### config.mk
export PLATFORM = sky130hd
export DESIGN_NAME = wdt_keyed_top
export DESIGN_NICKNAME = d
export VERILOG_FILES = /design/src/rtl/wdt_keyed_pkg.sv /design/src/rtl/wdt_prescaler.sv /design/src/rtl/wdt_counter.sv /design/src/rtl/wdt_regs.sv /design/src/rtl/wdt_keyed_top.sv
export SDC_FILE = /design/constraint.sdc
export NUM_CORES = 1
export LEC_CHECK = 0
export ABC_AREA = 1
export CAP_MARGIN = 0
export CORE_MARGIN = 1.5
export CORE_UTILIZATION = 69
export DETAILED_ROUTE_END_ITERATION = 16
export DONT_BUFFER_PORTS = 1
export HOLD_SLACK_MARGIN = 0.03
export PLACE_DENSITY_LB_ADDON = 0.08
export SLEW_MARGIN = 20
export SYNTH_ARGS = -nofsm -noshare
export SYNTH_HDL_FRONTEND = slang
export SYNTH_SLANG_ARGS = --single-unit
### constraint.sdc
create_clock -name clk_i -period 5.8 [get_ports clk_i]
set_clock_uncertainty 0.05 [all_clocks]
set_input_delay 0.87 -clock clk_i [delete_from_list [all_inputs] [get_ports clk_i]]
set_output_delay 0.87 -clock clk_i [all_outputs]
set_load 0.005 [all_outputs]
### src/rtl/wdt_keyed_pkg.sv
package wdt_keyed_pkg;
  localparam int unsigned DATA_W   = 32;
  localparam int unsigned ADDR_W   = 4;
  localparam int unsigned CNT_W    = 16;
  localparam int unsigned MAX_DIV  = 4096;
  localparam logic [15:0] KEY_CNT  = 16'h5A5A;
  localparam logic [23:0] KEY_CTL  = 24'hA5A5A5;
  localparam logic [ADDR_W-1:0] OFS_CNT  = 4'h0;
  localparam logic [ADDR_W-1:0] OFS_CTLA = 4'h4;
  localparam logic [ADDR_W-1:0] OFS_CTLB = 4'h8;

  typedef enum logic [1:0] {TGT_NONE, TGT_CNT, TGT_CTLA, TGT_CTLB} tgt_e;

  function automatic int unsigned div_of(input logic [2:0] code);
    case (code)
      3'd0: return 1;
      3'd1: return 4;
      3'd2: return 16;
      3'd3: return 32;
      3'd4: return 64;
      3'd5: return 128;
      3'd6: return 1024;
      default: return 4096;
    endcase
  endfunction
endpackage

### src/rtl/wdt_prescaler.sv
module wdt_prescaler
  import wdt_keyed_pkg::*;
#(
  parameter int unsigned PRE_W = 12
) (
  input  logic       clk_i,
  input  logic       rst_ni,
  input  logic       en_i,
  input  logic       clr_i,
  input  logic [2:0] cks_i,
  output logic       tick_o
);
  logic [PRE_W-1:0] pre_q;
  logic [PRE_W-1:0] lim_tab [8];

  for (genvar g = 0; g < 8; g++) begin : g_lim
    assign lim_tab[g] = PRE_W'(div_of(3'(g)) - 1);
  end

  assign tick_o = en_i && (pre_q == lim_tab[cks_i]);

  always_ff @(posedge clk_i or negedge rst_ni) begin
    if (!rst_ni)                       pre_q <= '0;
    else if (!en_i || clr_i || tick_o) pre_q <= '0;
    else                               pre_q <= pre_q + 1'b1;
  end

  // a divider above 1 never ticks on two adjacent cycles
  a_r5_tick_gap: assert property (@(posedge clk_i) disable iff (!rst_ni)
    (tick_o && cks_i != 3'd0 && !clr_i) |=> !tick_o);
endmodule

### src/rtl/wdt_counter.sv
module wdt_counter #(
  parameter int unsigned CNT_W   = 16,
  parameter int unsigned RST_LEN = 16
) (
  input  logic             clk_i,
  input  logic             rst_ni,
  input  logic             tick_i,
  input  logic             load_i,
  input  logic [CNT_W-1:0] load_val_i,
  output logic [CNT_W-1:0] cnt_o,
  output logic             wrap_o,
  output logic             rst_req_o
);
  localparam int unsigned RW = $clog2(RST_LEN + 1);

  logic [CNT_W-1:0] cnt_q;
  logic [RW-1:0]    rst_cnt_q;

  assign wrap_o    = tick_i && (&cnt_q) && !load_i;
  assign cnt_o     = cnt_q;
  assign rst_req_o = (rst_cnt_q != '0);

  always_ff @(posedge clk_i or negedge rst_ni) begin
    if (!rst_ni)     cnt_q <= '0;
    else if (load_i) cnt_q <= load_val_i;
    else if (tick_i) cnt_q <= cnt_q + 1'b1;
  end

  always_ff @(posedge clk_i or negedge rst_ni) begin
    if (!rst_ni)                rst_cnt_q <= '0;
    else if (wrap_o)            rst_cnt_q <= RW'(RST_LEN);
    else if (rst_cnt_q != '0)   rst_cnt_q <= rst_cnt_q - 1'b1;
  end

  // no tick and no load leaves the count untouched
  a_r4_hold: assert property (@(posedge clk_i) disable iff (!rst_ni)
    (!tick_i && !load_i) |=> $stable(cnt_q));
  // a wrap lands at zero
  a_r7_wrap_zero: assert property (@(posedge clk_i) disable iff (!rst_ni)
    wrap_o |=> (cnt_q == '0));
  // a wrap raises the reset request
  a_r8_req_on: assert property (@(posedge clk_i) disable iff (!rst_ni)
    wrap_o |=> rst_req_o);
endmodule

### src/rtl/wdt_regs.sv
module wdt_regs
  import wdt_keyed_pkg::*;
#(
  parameter int unsigned BUSY_LEN = 3
) (
  input  logic              clk_i,
  input  logic              rst_ni,
  input  logic              por_ni,
  input  logic              wr_en_i,
  input  logic [ADDR_W-1:0] addr_i,
  input  logic [DATA_W-1:0] wdata_i,
  input  logic [CNT_W-1:0]  cnt_i,
  input  logic              wrap_i,
  output logic [DATA_W-1:0] rdata_o,
  output logic              en_o,
  output logic [2:0]        cks_o,
  output logic              load_o,
  output logic [CNT_W-1:0]  load_val_o,
  output logic              clr_o
);
  localparam int unsigned BW = $clog2(BUSY_LEN + 1);

  logic [BW-1:0]    busy_q;
  tgt_e             tgt, pend_tgt_q;
  logic [CNT_W-1:0] pend_q;
  logic             busy, accept, apply;
  logic             en_q, ovf_q;
  logic [2:0]       cks_q;
  logic [7:0]       ctlb_q;

  always_comb begin
    tgt = TGT_NONE;
    if (wr_en_i) begin
      if (addr_i == OFS_CNT && wdata_i[31:16] == KEY_CNT)       tgt = TGT_CNT;
      else if (addr_i == OFS_CTLA && wdata_i[31:8] == KEY_CTL)  tgt = TGT_CTLA;
      else if (addr_i == OFS_CTLB && wdata_i[31:8] == KEY_CTL)  tgt = TGT_CTLB;
    end
  end

  assign busy   = (busy_q != '0);
  assign accept = (tgt != TGT_NONE) && !busy;
  assign apply  = (busy_q == BW'(1));

  always_ff @(posedge clk_i or negedge rst_ni) begin
    if (!rst_ni) begin
      busy_q     <= '0;
      pend_tgt_q <= TGT_NONE;
      pend_q     <= '0;
    end else if (accept) begin
      busy_q     <= BW'(BUSY_LEN);
      pend_tgt_q <= tgt;
      pend_q     <= wdata_i[CNT_W-1:0];
    end else if (busy) begin
      busy_q     <= busy_q - 1'b1;
    end
  end

  always_ff @(posedge clk_i or negedge rst_ni) begin
    if (!rst_ni) begin
      en_q   <= 1'b0;
      cks_q  <= '0;
      ctlb_q <= '0;
    end else if (apply) begin
      if (pend_tgt_q == TGT_CTLA) begin
        en_q  <= pend_q[7];
        cks_q <= pend_q[2:0];
      end
      if (pend_tgt_q == TGT_CTLB) ctlb_q <= pend_q[7:0];
    end
  end

  // overflow flag: power-on reset only
  always_ff @(posedge clk_i or negedge por_ni) begin
    if (!por_ni)                                         ovf_q <= 1'b0;
    else if (wrap_i)                                     ovf_q <= 1'b1;
    else if (apply && pend_tgt_q == TGT_CTLA && !pend_q[4]) ovf_q <= 1'b0;
  end

  assign en_o       = en_q;
  assign cks_o      = cks_q;
  assign load_o     = apply && (pend_tgt_q == TGT_CNT);
  assign load_val_o = pend_q;
  assign clr_o      = apply && (pend_tgt_q == TGT_CNT || pend_tgt_q == TGT_CTLA);

  always_comb begin
    rdata_o = '0;
    case (addr_i)
      OFS_CNT:  rdata_o[CNT_W-1:0] = cnt_i;
      OFS_CTLA: rdata_o[7:0] = {en_q, 1'b0, busy, ovf_q, 1'b0, cks_q};
      OFS_CTLB: rdata_o[7:0] = ctlb_q;
      default:  rdata_o = '0;
    endcase
  end

  // an accepted write opens the busy window
  a_r6_busy_open: assert property (@(posedge clk_i) disable iff (!rst_ni)
    accept |=> (busy_q == BW'(BUSY_LEN)));
  // writes during the window do not restart it
  a_r6_no_restart: assert property (@(posedge clk_i) disable iff (!rst_ni)
    (busy && wr_en_i) |=> (busy_q == $past(busy_q) - 1'b1));
  // unkeyed or unmapped write on an idle port starts nothing
  a_r10_drop: assert property (@(posedge clk_i) disable iff (!rst_ni)
    (!busy && tgt == TGT_NONE) |=> !busy);
  // the flag only falls through a keyed clear
  a_r9_sticky: assert property (@(posedge clk_i) disable iff (!por_ni)
    (ovf_q && !(apply && pend_tgt_q == TGT_CTLA)) |=> ovf_q);
endmodule

### src/rtl/wdt_keyed_top.sv
module wdt_keyed_top
  import wdt_keyed_pkg::*;
#(
  parameter int unsigned BUSY_LEN = 3,
  parameter int unsigned RST_LEN  = 16
) (
  input  logic              clk_i,
  input  logic              rst_ni,
  input  logic              por_ni,
  input  logic              wr_en_i,
  input  logic [ADDR_W-1:0] addr_i,
  input  logic [DATA_W-1:0] wdata_i,
  output logic [DATA_W-1:0] rdata_o,
  output logic              wdt_rst_o
);
  localparam int unsigned PRE_W = $clog2(MAX_DIV);

  logic             sys_rst_n;
  logic             en, load, clr, tick, wrap;
  logic [2:0]       cks;
  logic [CNT_W-1:0] cnt, load_val;

  assign sys_rst_n = rst_ni & por_ni;

  wdt_regs #(.BUSY_LEN(BUSY_LEN)) u_regs (
    .clk_i(clk_i), .rst_ni(sys_rst_n), .por_ni(por_ni),
    .wr_en_i(wr_en_i), .addr_i(addr_i), .wdata_i(wdata_i),
    .cnt_i(cnt), .wrap_i(wrap), .rdata_o(rdata_o),
    .en_o(en), .cks_o(cks), .load_o(load), .load_val_o(load_val), .clr_o(clr)
  );

  wdt_prescaler #(.PRE_W(PRE_W)) u_pre (
    .clk_i(clk_i), .rst_ni(sys_rst_n), .en_i(en), .clr_i(clr),
    .cks_i(cks), .tick_o(tick)
  );

  wdt_counter #(.CNT_W(CNT_W), .RST_LEN(RST_LEN)) u_cnt (
    .clk_i(clk_i), .rst_ni(sys_rst_n), .tick_i(tick), .load_i(load),
    .load_val_i(load_val), .cnt_o(cnt), .wrap_o(wrap), .rst_req_o(wdt_rst_o)
  );
endmodule

==> out/results.md <==
| Parameter | Reported | Unit |
| --- | --- | --- |
| Residual antenna-violating net count after detailed routing | 0 | - |
| Crit-path cells | nor2_2, inv_2, nor2_1, inv_1, o21ai_0 | - |
| Cell variety after synth | 31 | - |
| Sequential element share of the synthesized area | 40.4 | % |
| Max VDD drop | 0.000168 | V |
| Slew HR | 45.0 | % |
| TritonCTS buffer count | 9 | - |
| Power per cell area | 212 | mW/mm2 |
| Pre-Repair DR Iteration Count | 5 | - |
| Beginning of the worst register-to-register path | u_regs.busy_q[0] | - |
| Ratio of cells with drive above 1 in the final layout | 5.91 | % |
| Detailed Route Iter0 Violations | 274 | - |
| Data required time of the worst path | 4.88 | ns |
| Fill cells | 457 | - |
| Number of primary I/O pins | 73 | - |
| Post-layout min period | 2.86 | ns |
| Start point of the critical path | addr_i[1] | - |
| Leakage power total | 2.20 | nW |
| Die width | 79.9 | um |
| Max Transition Viols Final | 0 | - |
| Rows | 27 | - |
| Share of the clock period used by the worst path | 49.4 | % |
| Remaining global-route overflow | 0 | - |
| Critical path startpoint category | primary input | - |
| GRT Overall Usage | 29.6 | % |
| CTS Buffer Depth | 2 | - |
| Worst path bufs/invs | 2 | - |
| Flip-flop and latch area | 0.00165 | mm2 |
| Area taken by multi-input logic gates | 0.00205 | mm2 |
| Mapped Area | 0.00409 | mm2 |
| Count of endpoints failing setup in the final report | 0 | - |
| Vias in the first global route | 3,328 | - |
| Outcome | finished clean | - |
| Number of cells on the worst reg-to-reg path | 8 | - |
| Area Overhead vs Synth | 3.25 | % |
| DRC viols | 0 | - |
| Number of port buffers | 0 | - |
| Class of the most critical setup path | in -> out | - |
| Crit path setup slack, layout | 2.94 | ns |
| Maximum number of pins on one net before global-route repair | 66 | - |
| Clock latency reported for the late side of the worst-skew pair | 0.34 | ns |
| Area of the die | 0.00639 | mm2 |
| TritonCTS clock tree | built | - |
| Antenna violations before repair | 0 | - |
| Total of flip-flops plus latches after synthesis | 66 | - |
| Final Power | 0.892 | mW |
| # hold bufs at CTS | 0 | - |
| Post CTS Setup Buffer Count | 0 | - |
| Final-stage net count | 622 | - |
| Slew of the pin with the lowest slew margin | 0.825 | ns |
| Detailed Place HPWL | 6100 | um |
| Post-Syn Instances | 574 | - |
| Height of the die | 79.9 | um |
| Maximum operating frequency | 349 | MHz |
| Maximum fanout along the worst path | 14 | - |
| Effective utilization at floorplan | 72.8 | % |
| Clock root buffer | sky130_fd_sc_hd__clkbuf_8 | - |
| ANT cells | 0 | - |
| Post-place setup slack | 2.95 | ns |
| Core outline area | 0.00561 | mm2 |
| Slowest cell on crit path | sky130_fd_sc_hd__o21ai_0 | - |
| Average wire length per cell after detail routing | 12.9 | um |
| Sinks on the clock net | 66 | - |
| Element type at the critical path end | primary output | - |
| Data arrival time of the critical path | 1.94 | ns |
| Area share of the largest cell type after synthesis | 40.4 | % |
| Last weighted congestion value of the routability-driven placer | 0.905 | - |
| Count of synthesis-stage warnings from yosys | 0 | - |
| Worst path max stage delay | 0.37 | ns |
| RSZ-0062 raised after global routing | no | - |
| Hold/Removal Path Class | in -> async | - |
| Reported max-cap violation count | 0 | - |
| H-tree depth | 3 | - |
| Vias after detailed routing | 3,439 | - |
| First-pass GRT wire length | 14,600 | um |
| Dominant delay contributor by cell family on the critical path | simple AND/OR/NAND/NOR gates | - |
| R2r endpoint | u_cnt.rst_cnt_q[1] | - |
| Via-per-instance ratio | 5.32 | - |
| Dominant cell type by area after synthesis | sky130_fd_sc_hd__dfrtp_1 | - |
| WL final | 8340 | um |
| Number of failing hold endpoints at the final stage | 0 | - |
| Biggest area contributors in the synthesized netlist | sky130_fd_sc_hd__dfrtp_1 (40%), sky130_fd_sc_hd__nand2_1 (18%), sky130_fd_sc_hd__nand3_1 (7.1%), sky130_fd_sc_hd__inv_1 (5.7%), sky130_fd_sc_hd__nor2_1 (5.5%) | - |
| Post-CTS Resized | 0 | - |
| Sum Neg Setup Slack | 0 | ns |
| Worst reg2reg setup slack | 3.68 | ns |
| Clock transition at path regs | 0.07 | ns |
| Average instance area after synthesis | 7.12 | um2 |
power breakdown:
group          total, mW  leakage, nW  internal [mW]  switching [mW]
clock              0.331       0.0815          0.172           0.159
sequential         0.473        0.910          0.468         0.00508
combinational     0.0879         1.21         0.0223          0.0656
total              0.892         2.20          0.662           0.230
final cells by class:
type                    instances  share of cell area [%]
clock buffers                  13                    3.77
inverters                      68                    6.05
multi-input cells             426                    48.5
flip-flops and latches         66                    39.2
repair buffers                  2                   0.356
well taps                      72                    2.14
through the flow:
step	instances	util, %	hold WS [ns]	area [um2]
floorplan	589	-	0.392	4140
global placement	634	72.4	0.405	4060
detailed placement	634	72.4	0.408	4060
CTS	647	75.2	0.161	4220
global route	647	75.2	0.156	4220
finish	647	75.2	0.169	4220
worst reg2reg max path: stages, from the launching register on:
cell and delay, ns:
sky130_fd_sc_hd__dfrtp_1 0.40, sky130_fd_sc_hd__ha_1 0.26, sky130_fd_sc_hd__nand2_1 0.07, sky130_fd_sc_hd__buf_4 0.31, sky130_fd_sc_hd__inv_2 0.22, sky130_fd_sc_hd__nor3_2 0.25, sky130_fd_sc_hd__nand3_1 0.26, sky130_fd_sc_hd__nand2_1 0.14
sky130_fd_sc_hd__inv_1 0.04
cell usage after synthesis:
cell / number
sky130_fd_sc_hd__nand4_1: 7
sky130_fd_sc_hd__nand3b_4: 1
sky130_fd_sc_hd__inv_1: 62
sky130_fd_sc_hd__buf_4: 18
sky130_fd_sc_hd__xnor2_1: 4
sky130_fd_sc_hd__nand3b_1: 1
sky130_fd_sc_hd__a21oi_1: 5
sky130_fd_sc_hd__inv_2: 6
sky130_fd_sc_hd__o211ai_1: 5
sky130_fd_sc_hd__nor2_2: 2
sky130_fd_sc_hd__nand2_1: 195
sky130_fd_sc_hd__o21ai_1: 7
sky130_fd_sc_hd__buf_6: 1
sky130_fd_sc_hd__mux2_2: 3
sky130_fd_sc_hd__nand3_1: 58
sky130_fd_sc_hd__buf_1: 1
sky130_fd_sc_hd__conb_1: 1
sky130_fd_sc_hd__dfrtp_1: 66
sky130_fd_sc_hd__xor2_1: 15
sky130_fd_sc_hd__nor3_1: 5
sky130_fd_sc_hd__nand2_4: 2
sky130_fd_sc_hd__ha_1: 9
sky130_fd_sc_hd__o21ai_0: 23
sky130_fd_sc_hd__nand3_2: 3
sky130_fd_sc_hd__nor3_4: 1
sky130_fd_sc_hd__buf_2: 3
sky130_fd_sc_hd__clkbuf_1: 6
sky130_fd_sc_hd__nor3_2: 2
sky130_fd_sc_hd__o21bai_1: 1
sky130_fd_sc_hd__nor2_1: 60
sky130_fd_sc_hd__o221ai_1: 1
logic make-up (layout without fill, tap and decap cells):
| family | after synthesis | after routing | share of synthesized area, % |
|---|---|---|---|
| other | 1 | 16 | 0.0918 |
| buffers and inverters | 97 | 83 | 10.8 |
| flip-flops | 66 | 66 | 40.4 |
| AO/OA/AOI/OAI | 42 | 42 | 5.60 |
| adder cells (fa/ha/maj) | 9 | 9 | 2.76 |
| XOR/XNOR | 19 | 19 | 4.07 |
| multiplexers | 3 | 3 | 0.827 |
| AND/OR/NAND/NOR | 337 | 337 | 35.4 |
registers in the layout, summed over array words and instances (netlist names):
signal,cells
u_cnt.cnt_o,16
u_cnt.rst_cnt_q,5
u_pre.pre_q,12
u_regs.busy_q,2
u_regs.cks_o,3
u_regs.ctlb_q,8
u_regs.en_o,1
u_regs.load_val_o,16
u_regs.ovf_q,1
u_regs.pend_tgt_q,2
routing by layer:
metal	part of all wire, %	up-vias	GRT usage, %
li1	-	1766	-
met2	48	106	50.3
met4	2.6	0	12.6
met1	44	1547	36.7
met5	0	-	0
met3	5.4	20	5.37
worst max path at each step:
stage                            end  slack, ns  cells after the start
after global placement    rdata_o[3]       3.05                      5
after CTS                 rdata_o[3]       2.94                      5
after detailed placement  rdata_o[3]       2.95                      5
after global routing      rdata_o[3]       2.78                      5
after floorplan           rdata_o[0]       3.19                      6
final                     rdata_o[3]       2.94                      5
cell usage in the layout, fill, tap and decap left out, drive strengths merged, types with 7 or more instances in the layout:
cell,count
dfrtp,66
o21ai,30
inv,68
conb,16
ha,9
nor2,62
nand3,61
nand4,7
clkbuf,13
nor3,8
nand2,197
xor2,15
(Power assumes the default switching activity.)
